===== src/rtl/sbus_window_bridge.sv =====
module sbus_window_bridge #(
  parameter int TMO_CYC = 64
) (
  input  logic        clk,
  input  logic        rst_n,
  input  logic        cpu_we,
  input  logic [7:0]  cpu_addr,
  input  logic [31:0] cpu_wdata,
  output logic [31:0] cpu_rdata,
  output logic        sb_sel,
  output logic        sb_dout,
  input  logic        sb_ack,
  input  logic        sb_din,
  output logic        timeout_flag
);
  localparam int IDW = 11;
  localparam int OFW = 8;
  localparam int DW  = 32;
  localparam int HDR = 1 + IDW + OFW;
  localparam int FRM = HDR + DW;
  localparam int BW  = $clog2(FRM);
  localparam int RW  = $clog2(DW);
  localparam int TW  = $clog2(TMO_CYC + 1);
  localparam logic [7:0] A_SEL = 8'h04;
  localparam logic [7:0] A_CTL = 8'h08;
  localparam logic [7:0] A_TST = 8'h0C;
  localparam logic [7:0] W_LO  = 8'h10;
  localparam logic [7:0] W_HI  = 8'h3B;

  typedef enum logic [1:0] {S_IDLE, S_SEND, S_WAIT, S_RECV} st_t;
  st_t st;

  logic [IDW-1:0] sel_id;
  logic [OFW-1:0] sel_off;
  logic           done, tmo_en;
  logic [FRM-1:0] shreg;
  logic [BW-1:0]  bitcnt;
  logic [RW-1:0]  rcnt;
  logic [TW-1:0]  tmo_cnt;
  logic [DW-1:0]  rxsh, rdat;
  logic [OFW-1:0] rdat_off, cur_off;
  logic           cur_wr;
  logic           p_v, p_wr;
  logic [IDW-1:0] p_id;
  logic [OFW-1:0] p_off;
  logic [DW-1:0]  p_dat;

  wire in_win   = (cpu_addr >= W_LO) && (cpu_addr <= W_HI);
  wire trig_req = cpu_we && (cpu_addr == A_SEL) && cpu_wdata[15];
  wire wr_req   = cpu_we && in_win;
  wire req      = trig_req || wr_req;
  wire [IDW-1:0] req_id  = trig_req ? cpu_wdata[10:0] : sel_id;
  wire [OFW-1:0] req_off = trig_req ? cpu_wdata[23:16] : cpu_addr;
  wire tst_wr   = cpu_we && (cpu_addr == A_TST);
  wire busy     = (st != S_IDLE);
  wire launch   = !busy && (p_v || req);
  wire           l_wr  = p_v ? p_wr  : wr_req;
  wire [IDW-1:0] l_id  = p_v ? p_id  : req_id;
  wire [OFW-1:0] l_off = p_v ? p_off : req_off;
  wire [DW-1:0]  l_dat = p_v ? p_dat : cpu_wdata;
  wire tmo_hit  = (st == S_WAIT) && !sb_ack && tmo_en && (tmo_cnt >= TW'(TMO_CYC - 1));
  wire rd_end   = (st == S_RECV) && (rcnt == '0);

  assign sb_sel  = (st == S_SEND);
  assign sb_dout = sb_sel & shreg[FRM-1];

  always_ff @(posedge clk) begin
    if (!rst_n) begin
      sel_id <= '0; sel_off <= '0; tmo_en <= 1'b1; timeout_flag <= 1'b0;
      done <= 1'b0; rdat <= '0; rdat_off <= '0;
      p_v <= 1'b0; p_wr <= 1'b0; p_id <= '0; p_off <= '0; p_dat <= '0;
    end else begin
      if (cpu_we && cpu_addr == A_SEL) begin
        sel_id  <= cpu_wdata[10:0];
        sel_off <= cpu_wdata[23:16];
      end
      if (cpu_we && cpu_addr == A_CTL) tmo_en <= cpu_wdata[0];
      if (tmo_hit || (tst_wr && cpu_wdata[1])) timeout_flag <= 1'b1;
      else if (tst_wr && cpu_wdata[9])         timeout_flag <= 1'b0;
      if (trig_req) done <= 1'b0;
      else if (rd_end || (tmo_hit && !cur_wr)) done <= 1'b1;
      if (rd_end) begin
        rdat     <= {rxsh[DW-2:0], sb_din};
        rdat_off <= cur_off;
      end else if (tmo_hit && !cur_wr) begin
        rdat     <= '0;
        rdat_off <= cur_off;
      end
      if ((launch && p_v) || (!launch && req && !p_v)) begin
        p_v   <= req;
        p_wr  <= wr_req;
        p_id  <= req_id;
        p_off <= req_off;
        p_dat <= cpu_wdata;
      end
    end
  end

  always_ff @(posedge clk) begin
    if (!rst_n) begin
      st <= S_IDLE; shreg <= '0; bitcnt <= '0; rcnt <= '0;
      tmo_cnt <= '0; rxsh <= '0; cur_wr <= 1'b0; cur_off <= '0;
    end else begin
      case (st)
        S_IDLE: if (launch) begin
          st      <= S_SEND;
          shreg   <= {l_wr, l_id, l_off, l_dat};
          bitcnt  <= l_wr ? BW'(FRM - 1) : BW'(HDR - 1);
          cur_wr  <= l_wr;
          cur_off <= l_off;
        end
        S_SEND: begin
          shreg <= shreg << 1;
          if (bitcnt == '0) begin
            st      <= S_WAIT;
            tmo_cnt <= '0;
          end else bitcnt <= bitcnt - 1'b1;
        end
        S_WAIT: begin
          if (sb_ack) begin
            st   <= cur_wr ? S_IDLE : S_RECV;
            rcnt <= RW'(DW - 1);
          end else if (tmo_hit) st <= S_IDLE;
          else if (tmo_cnt < TW'(TMO_CYC - 1)) tmo_cnt <= tmo_cnt + 1'b1;
        end
        S_RECV: begin
          rxsh <= {rxsh[DW-2:0], sb_din};
          if (rcnt == '0) st <= S_IDLE;
          else rcnt <= rcnt - 1'b1;
        end
        default: st <= S_IDLE;
      endcase
    end
  end

  always_comb begin
    cpu_rdata = '0;
    if (cpu_addr == A_SEL)       cpu_rdata = {7'd0, done, sel_off, 1'b0, 4'd0, sel_id};
    else if (cpu_addr == A_CTL)  cpu_rdata = {31'd0, tmo_en};
    else if (in_win && cpu_addr == rdat_off) cpu_rdata = rdat;
  end


  done_clr_chk: assert property (@(posedge clk) disable iff (!rst_n)
    trig_req |=> !done);


  done_src_chk: assert property (@(posedge clk) disable iff (!rst_n)
    $rose(done) |-> ($past(st == S_RECV) || $past(st == S_WAIT)));


  flag_src_chk: assert property (@(posedge clk) disable iff (!rst_n)
    $rose(timeout_flag) |-> ($past(st == S_WAIT) || $past(tst_wr && cpu_wdata[1])));


  pend_hold_chk: assert property (@(posedge clk) disable iff (!rst_n)
    (busy && req && !p_v) |=> p_v);


  no_wd_chk: assert property (@(posedge clk) disable iff (!rst_n)
    (st == S_WAIT && !tmo_en && !sb_ack) |=> (st == S_WAIT));
endmodule


===== config.mk =====
export PLATFORM = sky130hd
export DESIGN_NAME = sbus_window_bridge
export DESIGN_NICKNAME = d
export VERILOG_FILES = /design/src/rtl/sbus_window_bridge.sv
export SDC_FILE = /design/constraint.sdc
export NUM_CORES = 1
export LEC_CHECK = 0
export ABC_CLOCK_PERIOD_IN_PS = 6000
export CORE_ASPECT_RATIO = 0.7
export CORE_MARGIN = 10
export CORE_UTILIZATION = 55
export DETAILED_ROUTE_END_ITERATION = 16
export DONT_BUFFER_PORTS = 1
export PLACE_DENSITY = 0.67
export SYNTH_ARGS = -nofsm -noshare
export SYNTH_HDL_FRONTEND = slang
export SYNTH_SLANG_ARGS = --single-unit

===== constraint.sdc =====
create_clock -name clk -period 6 [get_ports clk]
set_input_delay 0.6 -clock clk [delete_from_list [all_inputs] [get_ports clk]]
set_output_delay 0.6 -clock clk [all_outputs]
set_load 0.005 [all_outputs]

==> results.toml, run 1 <==
[run_status]
status = "finished clean"

[critical_path]
crit_type = "reg -> reg"
required_ns = 6.41
critPathMaxFanout = 34
worstSetupEndpointType = "register"
critPathArrivalTime_ns = 4.02
startpoint_type = "register"
rr_worst_depth = 6
crit_slowest_cell = "o221ai_4"
path_cells = "inv_1, nand4_1, o221ai_4, buf_4, nor2_1, a211oi_1"
critical-path-top-delay-family = "buffers and inverters"
max_stage_delay_ns = 0.93
crit_cells = 6
crit_buf_inv = 2

[die]
dieArea_um2 = 22800
num_rows = 39
die_h_um = 129
initial_core_util = 0.567
ios = 80
dieWidth_um = 176
core_um2 = 16500

[clock_tree]
path_clk_slew_ns = 0.07
clk_path_buf_depth = 3
cts_resized = 0
cts_root_buf = "clkbuf_16"
cts_hold_buf = 0
cts-htree-levels = 1
cts_made_buffers = 22
clock_latency_ns = 0.50
clkSinkCount = 227
tritoncts = "built"
cts_setup_buffers = 0

[worst_hold_path]
whs_path_depth = 1
hold_class = "in -> reg"

[finish]
syn_to_final_growth_pct = 7.69
design_area_um2 = 10100
final_nets = 1079
layout-drive-gt1-share = 0.0652
fillerInstances = 1447
diodes = 0
final_util = 0.611

[timing]
period_needed_ns = 3.62
slew-limit-headroom = 0.257
maxSlewViolCount = 0
tns_ns = 0
rsz0062_at_grt = "no"
fin_skew_ns = 0.00829
worst_pin_slew_ns = 1.11
worst_slack_ns = 2.38
setup_violations = 0
finalHoldViolations = 0
fin_crit_sh = 0.603
fmax_ghz = 0.277

[logic_synthesis]
synthArstFlopShare = 0
synth.cell_area_um2 = 9390
synthTopCellsByArea = "dfxtp_1 48%, nand2_1 8.2%, a21oi_1 5.7%"
synth-edff-count = 0
synth_top_cells_by_count = "227 x dfxtp_1, 204 x nand2_1, 107 x a21oi_1"
synth_cell_type_count = 68
yosysMostFrequentCell = "dfxtp_1"
syn_inst = 1084
yosysSeqAreaShare = 0.484
avgSynthCellArea_um2 = 8.66
synth_seq_cells = 227
synth_fp_nets = 1133
synth_top_area_share = 0.484
synth_top_area_cell = "dfxtp_1"
ys.flop_type = "dfxtp_1"
yosysWarningCount = 0

[routing]
vias = 7673
ant_nets = 0
wl_per_cell_um = 19.1
wl_um = 24200
drc = 0
dr.pass1.iters = 5
drt_iter0_drc = 780
vias_per_cell = 6.05

[placed_design]
gp_congestion = 0.881
post-place-ws_ns = 2.45
dpl_cell_area_um2 = 9390
dp.final_hpwl_um = 15700
port_buffers = 0

[global_routing]
grt_pass1_vias = 6943
grt_max_degree = 58
grt_util_all_layers = 0.204
antenna_found_initial = 0
grt_pass1_wl_um = 38700
grt.overflow.total = 0

[power]
power.density_nw_per_um2 = 301
leakagePower_nw = 3.48
ir_worst_vdd_mv = 0.165

[job]
cap_violations = 0
==> cell usage in the layout, fill, tap and decap left out, types with 3 or more instances in the layout <==
master	Yosys	routed
a211oi_1	28	28
a21o_1	5	5
a21oi_1	107	107
a221o_1	41	41
a22o_1	50	50
a22oi_1	36	36
a31oi_1	5	5
and2_1	17	17
and3_1	3	3
and3_2	3	3
buf_4	0	11
bufinv_16	0	3
clkbuf_1	66	7
clkbuf_16	0	23
clkinv_2	0	3
dfxtp_1	227	227
ha_1	4	4
inv_1	9	8
mux2i_1	12	12
nand2_1	204	204
nand2b_1	9	9
nand3_1	16	16
nand4_1	13	13
nor2_1	94	91
nor2_2	0	3
nor2b_1	4	4
nor3_1	15	13
o211ai_1	8	8
o21ai_0	23	22
xnor2_1	10	10
xor2_1	4	4
==> report_power, final <==
group | switching [W] | internal (W)
logic | 0.0000712 | 0.0000323
clock network | 0.000564 | 0.000842
registers | 0.0000116 | 0.00152
==> through the flow <==
step                total power (W)  cells  hold slack, ns
finish                      0.00304   1268           0.188
global route                0.00313   1268           0.169
CTS                         0.00307   1268           0.163
detailed placement          0.00167   1231           0.437
global placement            0.00167   1231           0.437
floorplan                   0.00166   1084           0.421
==> cell type report <==
cell class	count	area, um^2	area share
clock buffer	31	616	0.0609
clock inverter	6	105	0.0104
inverter	10	40.0	0.00396
multi-input combinational	758	4440	0.439
sequential	227	4540	0.450
tap	225	282	0.0279
timing repair buffer	11	82.6	0.00817
==> final timing paths <==
check	end	slack (ns)	from
hold reg to reg	tmo_cnt[5]	0.45	tmo_cnt[5]
hold / removal	tmo_en	0.19	rst_n
setup / recovery	p_id[6]	2.38	p_v
setup reg to reg	p_id[6]	2.38	p_v
==> state kept, by name, summed over array words and instances (netlist names) <==
name,flops
rcnt,5
tmo_en,1
cur_wr,1
rdat,32
st,2
p_dat,32
p_off,8
shreg,52
bitcnt,6
p_v,1
rdat_off,8
rxsh,31
done,1
sel_off,8
timeout_flag,1
cur_off,8
tmo_cnt,7
p_id,11
sel_id,11
p_wr,1
==> metal layers <==
layer / track usage / up-vias / routed length [um]
met3: 0.0380 / 32 / 1600
li1: - / 3778 / -
met4: 0.0462 / 0 / 385
met5: 0 / - / 0
met1: 0.300 / 3630 / 11900
met2: 0.303 / 233 / 10300
==> cells by family after synthesis <==
group,Yosys count,synth area share
AND/OR/NAND/NOR,397,0.187
AO/OA/AOI/OAI,329,0.250
flip-flops,227,0.484
buffers and inverters,99,0.0460
XOR/XNOR,14,0.0131
multiplexers,13,0.0140
adder cells (fa/ha/maj),5,0.00640
(Power assumes the default switching activity.)
==> run 2, diff against run 1 <==
Settings changed: ABC_CLOCK_PERIOD_IN_PS 6000 to 2950, PLACE_DENSITY 0.67 to 0.7.
Clock period 6 ns to 2.95 ns, I/O delays scaled along.
==> results.toml, run 2 (synthesis results as in run 1) <==
[global_routing]
antenna_found_initial = 0
use_met3 = 0.0354
grt_max_degree = 64
met1_usage = 0.301
grt_util_all_layers = 0.214
grt.overflow.total = 0
grt_pass1_wl_um = 40400
gr-max-usage-layer = "met2"
grt_pass1_vias = 7302
grt_use_met2 = 0.334

[timing]
rsz0062_at_grt = "no"
fmax_ghz = 0.400
whs_ns = 0.0150
fin_skew_ns = 0.0155
setup_violations = 0
worst_slack_ns = 0.448
fin_crit_sh = 0.848
slew-limit-headroom = 0.274
maxSlewViolCount = 0
tns_ns = 0
period_needed_ns = 2.50
finalHoldViolations = 0
worst_pin_slew_ns = 1.09

[clock_tree]
clock_latency_ns = 0.51
clk_path_buf_depth = 3
cts-htree-levels = 1
clkSinkCount = 227
cts_setup_buffers = 0
cts_resized = 0
tritoncts = "built"
cts_hold_buf = 39
cts_made_buffers = 21
path_clk_slew_ns = 0.06
cts_root_buf = "clkbuf_16"

[placed_design]
gp_congestion = 0.835
port_buffers = 0
post-place-ws_ns = 0.735
dp.final_hpwl_um = 15600

[job]
cap_violations = 0

[finish]
final_common_cell = "dfxtp_1"
layout-drive-gt1-share = 0.0777
fillerInstances = 1360
syn_to_final_growth_pct = 13.0
top_register = "shreg"
diodes = 0
final_nets = 1128
largest_register_ffs = 52
final_cell_mix = "227 x dfxtp_1, 204 x nand2_1, 107 x a21oi_1"
reg_top3 = "shreg (52), p_dat (32), rdat (32)"

[die]
initial_core_util = 0.567
dieWidth_um = 176
core_um2 = 16500
die_h_um = 129
dieArea_um2 = 22800
ios = 80
num_rows = 39

[critical_path]
crit_type = "reg -> out"
critPathMaxFanout = 32
startpoint_type = "register"
critPathArrivalTime_ns = 2.21
worstSetupEndpointType = "output port"
required_ns = 2.65

[power]
power.density_nw_per_um2 = 593
ir_worst_vdd_mv = 0.415
leakagePower_nw = 3.71

[routing]
drc = 0
drt_iter0_drc = 814
wl_per_cell_um = 19.0
dr.pass1.iters = 6
ant_nets = 0
vias = 7996
vias_per_cell = 6.06
wl_um = 25100

[run_status]
status = "finished clean"

[worst_hold_path]
hold_class = "in -> reg"
## run 2: final timing paths
kind         slack (ns)      endpoint           from  cells past startpoint
max reg2reg        0.69     p_dat[13]          st[1]                      5
min reg2reg        0.45     p_dat[23]      p_dat[23]                      2
min                0.01      p_off[1]  cpu_wdata[17]                      2
max                0.45  cpu_rdata[1]    rdat_off[3]                      5
## run 2: layout make-up
cell class / instances / area, um^2 / area share
clock inverters: 10 / 133 / 0.0125
multi-input cells: 758 / 4440 / 0.418
clock buffers: 28 / 602 / 0.0567
flip-flops and latches: 227 / 4540 / 0.428
repair buffers: 61 / 568 / 0.0536
inverters: 10 / 40.0 / 0.00377
well taps: 225 / 282 / 0.0265
## run 2: metrics by stage
step / cells / util / power (W) / area [um^2]
after CTS: 1319 / 0.641 / 0.00631 / 10600
after global routing: 1319 / 0.641 / 0.00648 / 10600
after floorplan: 1084 / - / 0.00337 / 9390
final: 1319 / 0.641 / 0.00629 / 10600
after global placement: 1242 / 0.573 / 0.00340 / 9480
after detailed placement: 1242 / 0.573 / 0.00340 / 9480
## run 2: metal layers
metal  up-vias  wire, um
met3        49      1580
met4         0       658
met2       265     11100
li1       3881         -
met1      3801     11700
met5         -         0
## run 2: critical path, stage by stage, from the launching register on
cell and delay (ns):
dfxtp_1 0.32, xnor2_1 0.26, nand4_1 0.24, nor3_2 0.23
buf_4 0.35, a22o_1 0.29
## run 2: report_power, final
| part | switching (W) | internal, W |
|---|---|---|
| combinational | 0.000180 | 0.000105 |
| clock | 0.00118 | 0.00170 |
| sequential | 0.0000242 | 0.00310 |
